===== config.mk =====
export PLATFORM = sky130hd
export DESIGN_NAME = spi_bus_master
export DESIGN_NICKNAME = d
export VERILOG_FILES = /design/src/rtl/spi_master_pkg.sv /design/src/rtl/spi_rst_sync.sv /design/src/rtl/spi_half_timer.sv /design/src/rtl/spi_sel_decode.sv /design/src/rtl/spi_shift_unit.sv /design/src/rtl/spi_bus_master.sv
export SDC_FILE = /design/constraint.sdc
export NUM_CORES = 1
export LEC_CHECK = 0
export BUFFER_PORTS_ARGS = -buffer_cell sky130_fd_sc_hd__buf_2
export CAP_MARGIN = 20
export CORE_MARGIN = 1
export CORE_UTILIZATION = 40
export DETAILED_ROUTE_END_ITERATION = 10
export GPL_ROUTABILITY_DRIVEN = 0
export SLEW_MARGIN = 20
export SYNTH_ARGS = -nofsm -noshare
export SYNTH_HDL_FRONTEND = slang
export SYNTH_SLANG_ARGS = --single-unit
export TNS_END_PERCENT = 20

===== constraint.sdc =====
create_clock -name clk -period 3.18 [get_ports clk]
set_input_delay 0.636 -clock clk [delete_from_list [all_inputs] [get_ports clk]]
set_output_delay 0.636 -clock clk [all_outputs]
set_load 0.02 [all_outputs]

===== src/rtl/spi_master_pkg.sv =====
package spi_master_pkg;
  typedef enum logic [1:0] {
    ST_IDLE = 2'd0,
    ST_LEAD = 2'd1,
    ST_XFER = 2'd2
  } xfer_state_e;
endpackage


===== src/rtl/spi_rst_sync.sv =====
module spi_rst_sync (
  input  logic clk,
  input  logic arst_n,
  output logic rst_n_sync
);
  logic [1:0] sync_q;

  always_ff @(posedge clk or negedge arst_n) begin
    if (!arst_n) sync_q <= 2'b00;
    else         sync_q <= {sync_q[0], 1'b1};
  end

  assign rst_n_sync = sync_q[1];
endmodule


===== src/rtl/spi_half_timer.sv =====
module spi_half_timer #(
  parameter int DIV_W = 4
) (
  input  logic             clk,
  input  logic             rst_n,
  input  logic             run,
  input  logic [DIV_W-1:0] div,
  output logic             tick
);
  logic [DIV_W-1:0] cnt_q, cnt_d;

  always_comb begin
    tick  = run && (cnt_q == div);
    cnt_d = cnt_q;
    if (!run)      cnt_d = '0;
    else if (tick) cnt_d = '0;
    else           cnt_d = cnt_q + DIV_W'(1);
  end

  always_ff @(posedge clk or negedge rst_n) begin
    if (!rst_n) cnt_q <= '0;
    else        cnt_q <= cnt_d;
  end
endmodule


===== src/rtl/spi_sel_decode.sv =====
module spi_sel_decode #(
  parameter int NUM_SLAVES = 3,
  parameter int IDX_W      = 2
) (
  input  logic                  clk,
  input  logic                  rst_n,
  input  logic                  load,
  input  logic                  drop,
  input  logic [IDX_W-1:0]      idx,
  output logic [NUM_SLAVES-1:0] ss_n
);
  for (genvar i = 0; i < NUM_SLAVES; i++) begin : g_line
    localparam logic [IDX_W-1:0] MY_IDX = IDX_W'(i);
    logic sel_q, sel_d;

    always_comb begin
      sel_d = sel_q;
      if (load)      sel_d = (idx != MY_IDX);
      else if (drop) sel_d = 1'b1;
    end

    always_ff @(posedge clk or negedge rst_n) begin
      if (!rst_n) sel_q <= 1'b1;
      else        sel_q <= sel_d;
    end

    assign ss_n[i] = sel_q;
  end
endmodule


===== src/rtl/spi_shift_unit.sv =====
module spi_shift_unit #(
  parameter int DATA_W = 8
) (
  input  logic              clk,
  input  logic              rst_n,
  input  logic              load,
  input  logic [DATA_W-1:0] tx_word,
  input  logic              shift_out,
  input  logic              capture,
  input  logic              miso,
  output logic              mosi,
  output logic [DATA_W-1:0] rx_word
);
  logic [DATA_W-1:0] tx_q, tx_d;
  logic [DATA_W-1:0] rx_q, rx_d;

  always_comb begin
    tx_d = tx_q;
    rx_d = rx_q;
    if (load)           tx_d = tx_word;
    else if (shift_out) tx_d = {tx_q[DATA_W-2:0], 1'b0};
    if (load)           rx_d = '0;
    else if (capture)   rx_d = {rx_q[DATA_W-2:0], miso};
  end

  always_ff @(posedge clk or negedge rst_n) begin
    if (!rst_n) begin
      tx_q <= '0;
      rx_q <= '0;
    end else begin
      tx_q <= tx_d;
      rx_q <= rx_d;
    end
  end

  assign mosi    = tx_q[DATA_W-1];
  assign rx_word = rx_q;
endmodule


===== src/rtl/spi_bus_master.sv =====
module spi_bus_master
  import spi_master_pkg::*;
#(
  parameter int DATA_W     = 8,
  parameter int NUM_SLAVES = 3,
  parameter int DIV_W      = 4,
  parameter int DLY_W      = 4,
  parameter int IDX_W      = (NUM_SLAVES > 1) ? $clog2(NUM_SLAVES) : 1
) (
  input  logic                  clk,
  input  logic                  arst_n,
  input  logic                  start,
  input  logic [DATA_W-1:0]     tx_data,
  input  logic [IDX_W-1:0]      slave_idx,
  input  logic [DIV_W-1:0]      clk_div,
  input  logic                  cpol,
  input  logic                  cpha,
  input  logic [DLY_W-1:0]      lead_dly,
  input  logic                  miso,
  output logic                  sck,
  output logic                  mosi,
  output logic [NUM_SLAVES-1:0] ss_n,
  output logic [DATA_W-1:0]     rx_data,
  output logic                  done,
  output logic                  busy
);
  localparam int EDGES = 2 * DATA_W;
  localparam int EC_W  = $clog2(EDGES + 1);
  localparam int BC_W  = $clog2(DATA_W + 1);

  logic rst_sync_n;

  xfer_state_e       state_q, state_d;
  logic [DLY_W-1:0]  lead_q, lead_d, dly_q, dly_d;
  logic [DIV_W-1:0]  div_q, div_d;
  logic              cpol_q, cpol_d, cpha_q, cpha_d;
  logic [EC_W-1:0]   edge_q, edge_d;
  logic [BC_W-1:0]   bits_q, bits_d;
  logic              sck_q, sck_d, done_q, done_d;
  logic [DATA_W-1:0] rx_out_q, rx_out_d;

  logic accept, tick, last_half, toggle, finish, leading, cap_edge;
  logic do_capture, do_shift;
  logic [DATA_W-1:0] rx_word;

  spi_rst_sync u_rst (
    .clk        (clk),
    .arst_n     (arst_n),
    .rst_n_sync (rst_sync_n)
  );

  spi_half_timer #(.DIV_W(DIV_W)) u_timer (
    .clk   (clk),
    .rst_n (rst_sync_n),
    .run   (state_q == ST_XFER),
    .div   (div_q),
    .tick  (tick)
  );

  always_comb begin
    accept     = (state_q == ST_IDLE) && start;
    last_half  = (edge_q == EC_W'(EDGES));
    toggle     = tick && !last_half;
    finish     = tick && last_half;
    leading    = (sck_q == cpol_q);
    cap_edge   = leading ^ cpha_q;
    do_capture = toggle && cap_edge;
    do_shift   = toggle && !cap_edge && (bits_q != '0) && (bits_q != BC_W'(DATA_W));
  end

  spi_sel_decode #(.NUM_SLAVES(NUM_SLAVES), .IDX_W(IDX_W)) u_sel (
    .clk   (clk),
    .rst_n (rst_sync_n),
    .load  (accept),
    .drop  (finish),
    .idx   (slave_idx),
    .ss_n  (ss_n)
  );

  spi_shift_unit #(.DATA_W(DATA_W)) u_shift (
    .clk       (clk),
    .rst_n     (rst_sync_n),
    .load      (accept),
    .tx_word   (tx_data),
    .shift_out (do_shift),
    .capture   (do_capture),
    .miso      (miso),
    .mosi      (mosi),
    .rx_word   (rx_word)
  );

  always_comb begin
    state_d  = state_q;
    lead_d   = lead_q;
    dly_d    = dly_q;
    div_d    = div_q;
    cpol_d   = cpol_q;
    cpha_d   = cpha_q;
    edge_d   = edge_q;
    bits_d   = bits_q;
    sck_d    = sck_q;
    done_d   = 1'b0;
    rx_out_d = rx_out_q;
    unique case (state_q)
      ST_IDLE: begin
        sck_d = cpol;
        if (accept) begin
          state_d = ST_LEAD;
          lead_d  = '0;
          dly_d   = lead_dly;
          div_d   = clk_div;
          cpol_d  = cpol;
          cpha_d  = cpha;
          edge_d  = '0;
          bits_d  = '0;
        end
      end
      ST_LEAD: begin
        if (lead_q == dly_q) state_d = ST_XFER;
        else                 lead_d  = lead_q + DLY_W'(1);
      end
      ST_XFER: begin
        if (toggle) begin
          sck_d  = ~sck_q;
          edge_d = edge_q + EC_W'(1);
        end
        if (do_capture) bits_d = bits_q + BC_W'(1);
        if (finish) begin
          state_d  = ST_IDLE;
          done_d   = 1'b1;
          rx_out_d = rx_word;
        end
      end
      default: state_d = ST_IDLE;
    endcase
  end

  always_ff @(posedge clk or negedge rst_sync_n) begin
    if (!rst_sync_n) begin
      state_q  <= ST_IDLE;
      lead_q   <= '0;
      dly_q    <= '0;
      div_q    <= '0;
      cpol_q   <= 1'b0;
      cpha_q   <= 1'b0;
      edge_q   <= '0;
      bits_q   <= '0;
      sck_q    <= 1'b0;
      done_q   <= 1'b0;
      rx_out_q <= '0;
    end else begin
      state_q  <= state_d;
      lead_q   <= lead_d;
      dly_q    <= dly_d;
      div_q    <= div_d;
      cpol_q   <= cpol_d;
      cpha_q   <= cpha_d;
      edge_q   <= edge_d;
      bits_q   <= bits_d;
      sck_q    <= sck_d;
      done_q   <= done_d;
      rx_out_q <= rx_out_d;
    end
  end

  assign sck     = sck_q;
  assign done    = done_q;
  assign busy    = (state_q != ST_IDLE);
  assign rx_data = rx_out_q;
endmodule


After elaboration in Yosys (flattened, before gate mapping)
Index checks and enable logic that the tools add are counted.

Reduce and logical (&&, ||, !) cells: 26. Mux-type cells: 26. Add/sub/neg operators: 4. Bitwise operators: 2. Equal/unequal tests: 15.

Operators with widths (count): 2-to-1 mux 8 bit (4); 2-to-1 mux 4 bit (5); one-hot mux 4 bit (2 select lines) (2); inequality test 2 bit (second input constant) (7); nonzero test 2 bit (7); adder 4 x 1 -> 4 bit (second input constant) (3); AND reduction 3 bit (4); 2-to-1 mux 5 bit (2); one-hot mux 5 bit (2 select lines) (1); == test 4 bit (2); logical AND 1 bit (8); 2-to-1 mux 1 bit (7); 2-to-1 mux 2 bit (3); one-hot mux 2 bit (3 select lines) (1); AND reduction 2 bit (3); adder 5 x 1 -> 5 bit (second input constant) (1); == test 5 bit (second input constant) (1); inequality test 4 bit (second input constant) (1); nonzero test 4 bit (1); == test 2 x 1 -> 1 bit (second input constant) (1); == test 2 bit (second input constant) (1); zero test 1 bit (2); zero test 2 bit (1); inequality test 2 x 1 -> 1 bit (second input constant) (1); other kinds (4) (4).

Register bits after elaboration: 60. Output and inout port bits: 15. Input port bits: 24. Word-level logic and storage cells: 91.

Depth between registers and ports, before layout
Depth in word-level cells: 8. Mapped depth: 8. Depth with buffers taken out: 7.

Hierarchy
Synthesis repeated with hierarchy kept, for this count alone.

Cells, all modules: 240. Area total of the unflattened synthesis: 2755.1 µm².

By module, submodules not included: spi_bus_master (area an instance 1619.1 µm², cells an instance 140, seq. area each 850.8 µm², instances 1); spi_shift_unit (area an instance 705.7 µm², cells an instance 60, seq. area each 400.4 µm², instances 1); spi_half_timer (area an instance 232.7 µm², cells an instance 23, seq. area each 100.1 µm², instances 1); spi_sel_decode (area an instance 143.9 µm², cells an instance 14, seq. area each 78.8 µm², instances 1); spi_rst_sync (area an instance 53.8 µm², cells an instance 3, seq. area each 50.0 µm², instances 1).

Worst setup path before layout
OpenSTA, ideal clock, no wires.

Kind: reg-to-reg. From: register edge_q[0]. To: register edge_q[3]. Data arrival time: 1741 ps. Period minus slack after synthesis: 1866 ps. Cell stages (with the launch flop): 8. Buffers on the path: 0. Setup time: 125 ps. Required time: 3055 ps. Path slack: 1314 ps. Path through: dfrtp_1 > inv_1 > ha_1 > and4bb_1 > or3_4 > or3_1 > a21oi_1 > mux2i_1.

Longest elaborated chain between the ends: 5. Elaborated cells on any way between the ends: 8. Those cells by class: 1 x add/sub; 2 x eq/ne; 2 x mux; 3 x reduce/logical.

RTL lines: from (decl) (line spi_bus_master.sv:37) `logic [EC_W-1:0] edge_q, edge_d;`; from (signal assigned) (line spi_bus_master.sv:158) `edge_q <= edge_d;`; branches (longest 5 deep; another with adder 5 x 1 -> 5 bit).

Several ways; the timed one is not identified. The select of a mux whose other input is x is not followed. A chain may end at the register's enable or synchronous reset.

Worst setup path after layout
From: register edge_q[0]. To: register bits_q[2].

Longest elaborated chain between the ends: 6.

RTL lines: == test 5 bit (line spi_bus_master.sv:62) `last_half = (edge_q == EC_W'(EDGES));`; zero test 1 bit (line spi_bus_master.sv:63) `toggle = tick && !last_half;`; logical AND 1 bit (line spi_bus_master.sv:63); logical AND 1 bit (line spi_bus_master.sv:67) `do_capture = toggle && cap_edge;`; inequality test 2 bit (no line); AND reduction 3 bit (no line); to (signal assigned) (line spi_bus_master.sv:159) `bits_q <= bits_d;`; to (decl) (line spi_bus_master.sv:38) `logic [BC_W-1:0] bits_q, bits_d;`.

No other way between the ends.

==> flow_metrics.py <==
metrics = {
    "critical_path": {
        "cp_max_fo": 21,
        "cp.required_ns": 3.40,
        "worstPathArrival_ns": 2.53,
        "path_buf_inv": 1,
        "cp.depth": 7,
        "crit_type": "reg -> reg",
        "end_kind": "flip-flop",
        "slowest_stage": "nor3_4",
        "worst_path_largest_cell_delay_ns": 0.59,
        "rrSetupSlack_ns": 0.86,
        "crit_family": "simple AND/OR/NAND/NOR gates",
        "regToRegStartpoint": "edge_q[0]$_DFFE_PN0P_",
        "crit_path_start_kind": "flip-flop",
        "path_cells": "inv_1, ha_1, and4bb_1, or3_4, nor3_4, mux2i_1, a22o_1",
        "rr_worst_depth": 7,
        "timing.rr.end": "bits_q[2]$_DFFE_PN0P_",
    },
    "global_route": {
        "grt_pass1_wl_mm": 8.67,
        "grt_start_max_net_pins": 39,
        "antenna_found_initial": 0,
        "grt_usage_pct": 15.9,
        "grt_pass1_vias": 1873,
        "overflow": 0,
    },
    "pwr": {
        "ir_drop_uv": 353,
        "p_per_area_nw_per_um2": 806,
        "p_leak_uw": 0.00150,
    },
    "final_layout": {
        "seqCellArea_um2": 1480,
        "layout_common_cells": "nand2_1, dfrtp_1, buf_2, nor2_1",
        "final_nets": 321,
        "layout-drive-gt1-share_pct": 23.3,
        "postLayoutCoreUtil_pct": 48.5,
        "multi_input_area_um2": 1070,
        "n_antenna_cell": 0,
        "final_common_cell": "nand2_1",
        "nFillCells": 595,
        "area_delta_synth_final_pct": 16.5,
    },
    "synth": {
        "netlist_area_um2": 2650,
        "ys_async_sr_fraction_pct": 100,
        "syn_nets": 283,
        "synth_cells": 253,
        "ys_seq_area_share_pct": 56.0,
        "synth_top_area_cell": "dfrtp_1",
        "synth.distinct_cells": 36,
        "yosys_warnings": 0,
        "synth_edf_count": 0,
        "synth_top_area_share_pct": 53.0,
        "synth_area_leaders": "dfrtp_1, nand2_1, mux2_2",
        "ys_ff_latch": 59,
        "yosys_most_used_dff": "dfrtp_1",
        "synth_area_per_cell_um2": 10.5,
    },
    "timing": {
        "min_period_over_period_pct": 72.8,
        "rsz0062_at_grt": "false",
        "slew_headroom_pct": 54.2,
        "hold_viol": 0,
        "setup_viol": 0,
        "setup_tns_ns": 0,
        "tightest_slew_ns": 0.685,
        "skew_ns": 0.00985,
        "whs_ns": 0.0736,
        "slew_viol_final": 0,
        "worst_slack_ns": 0.864,
        "fmax_mhz": 432,
        "period_minus_slack_ns": 2.32,
    },
    "die": {
        "die_area_um2": 6940,
        "fp.coreArea_um2": 6350,
        "io_pins": 39,
        "die_h_um": 83.3,
        "start_util_pct": 41.7,
        "die_w_um": 83.3,
        "fp-row-count": 29,
    },
    "clock_network": {
        "postCtsHoldBufs": 0,
        "post_cts_buffers": 0,
        "cts_buffer_depth": 2,
        "clk_latency_ns": 0.33,
        "cts_tree": "built",
        "cts_resized": 0,
        "root_buffer": "clkbuf_8",
        "htreeDepth": 3,
        "cts_num_sinks": 59,
        "cts-buffers-inserted": 9,
        "clk_pin_slew_ns": 0.06,
    },
    "drt": {
        "drt-wirelength-per-cell_um": 12.6,
        "drt_iter0_markers": 81,
        "route.detailed.drc": 0,
        "postRouteAntennaNets": 0,
        "post_drt_via_cell_ratio": 5.00,
        "drt_pass1_iterations": 4,
        "vias": 1866,
        "wl_mm": 4.71,
    },
    "place": {
        "hpwlAfterDp_mm": 3.30,
        "post-place-ws_ns": 0.857,
        "numPortBuffers": 38,
    },
    "worst_hold_path": {
        "hold_path.class": "in -> async",
    },
    "job": {
        "max-cap-violations": 0,
    },
    "status": {
        "status": "finished clean",
    },
}
==> per-layer routing <==
metal	vias up	global-route usage, %	part of all wire (%)
li1	918	-	-
met1	912	20.8	48
met2	26	24.4	47
met3	10	4.08	3.0
met4	0	7.99	2.4
met5	-	0	0
==> sequential cells by signal, summed over array words and instances (netlist names), 2 cells and up <==
name,cells
bits_q,3
div_q,4
dly_q,4
edge_q,5
lead_q,4
rx_data,8
state_q,2
u_rst.sync_q,2
u_sel.g_line.sel_q,3
u_shift.rx_word,8
u_shift.tx_q,8
u_timer.cnt_q,4
==> worst max-delay path by stage <==
stage | endpoint | startpoint | slack (ns)
6_report | bits_q[2]$_DFFE_PN0P_ | edge_q[0]$_DFFE_PN0P_ | 0.86
5_1_grt | bits_q[2]$_DFFE_PN0P_ | edge_q[0]$_DFFE_PN0P_ | 0.67
4_1_cts | bits_q[2]$_DFFE_PN0P_ | edge_q[0]$_DFFE_PN0P_ | 0.85
3_5_place_dp | bits_q[2]$_DFFE_PN0P_ | edge_q[0]$_DFFE_PN0P_ | 0.86
3_3_place_gp | bits_q[2]$_DFFE_PN0P_ | edge_q[0]$_DFFE_PN0P_ | 0.92
2_1_floorplan | edge_q[3]$_DFFE_PN0P_ | edge_q[0]$_DFFE_PN0P_ | 1.31
==> synth_stat cells (all sizes together), types with 2 or more instances <==
| cell | instances |
|---|---|
| ha | 6 |
| dfrtp | 56 |
| nand4 | 4 |
| mux2 | 9 |
| clkbuf | 4 |
| nand2 | 58 |
| o21ai | 11 |
| or3 | 2 |
| xnor2 | 10 |
| a22o | 7 |
| a21o | 5 |
| nor3b | 2 |
| nand2b | 3 |
| mux2i | 7 |
| and3 | 2 |
| nor2 | 16 |
| inv | 7 |
| buf | 9 |
| xor2 | 4 |
| nand3 | 5 |
| dfstp | 3 |
| nor2b | 2 |
| a21oi | 8 |
| nor3 | 4 |
==> per-stage QoR <==
stage	instances	total power, µW	cell area [µm²]
finish	373	2480	3080
global route	373	2670	3080
CTS	373	2520	3080
detailed placement	357	1830	2880
global placement	357	1810	2880
floorplan	253	1660	2650
==> layout make-up <==
type	instances	share of cell area, %
tap	77	3.13
inverter	7	0.853
clock inverter	2	1.14
clock buffer	14	5.28
multi-input combinational	174	34.8
timing repair buffer	40	6.66
sequential	59	48.1
==> where the power goes <==
group	internal, µW	total [µW]	switching, µW
Sequential	956	1100	142
Clock	404	675	270
Combinational	290	709	419
==> logic make-up after synthesis <==
kind of cell	share of synthesized area (%)
AND/OR/NAND/NOR	17.9
flip-flops	56.0
AO/OA/AOI/OAI	8.47
buffers and inverters	3.55
multiplexers	6.48
XOR/XNOR	4.64
adder cells (fa/ha/maj)	2.84
other	0.142
No activity file was read; power rests on OpenSTA's default activity.
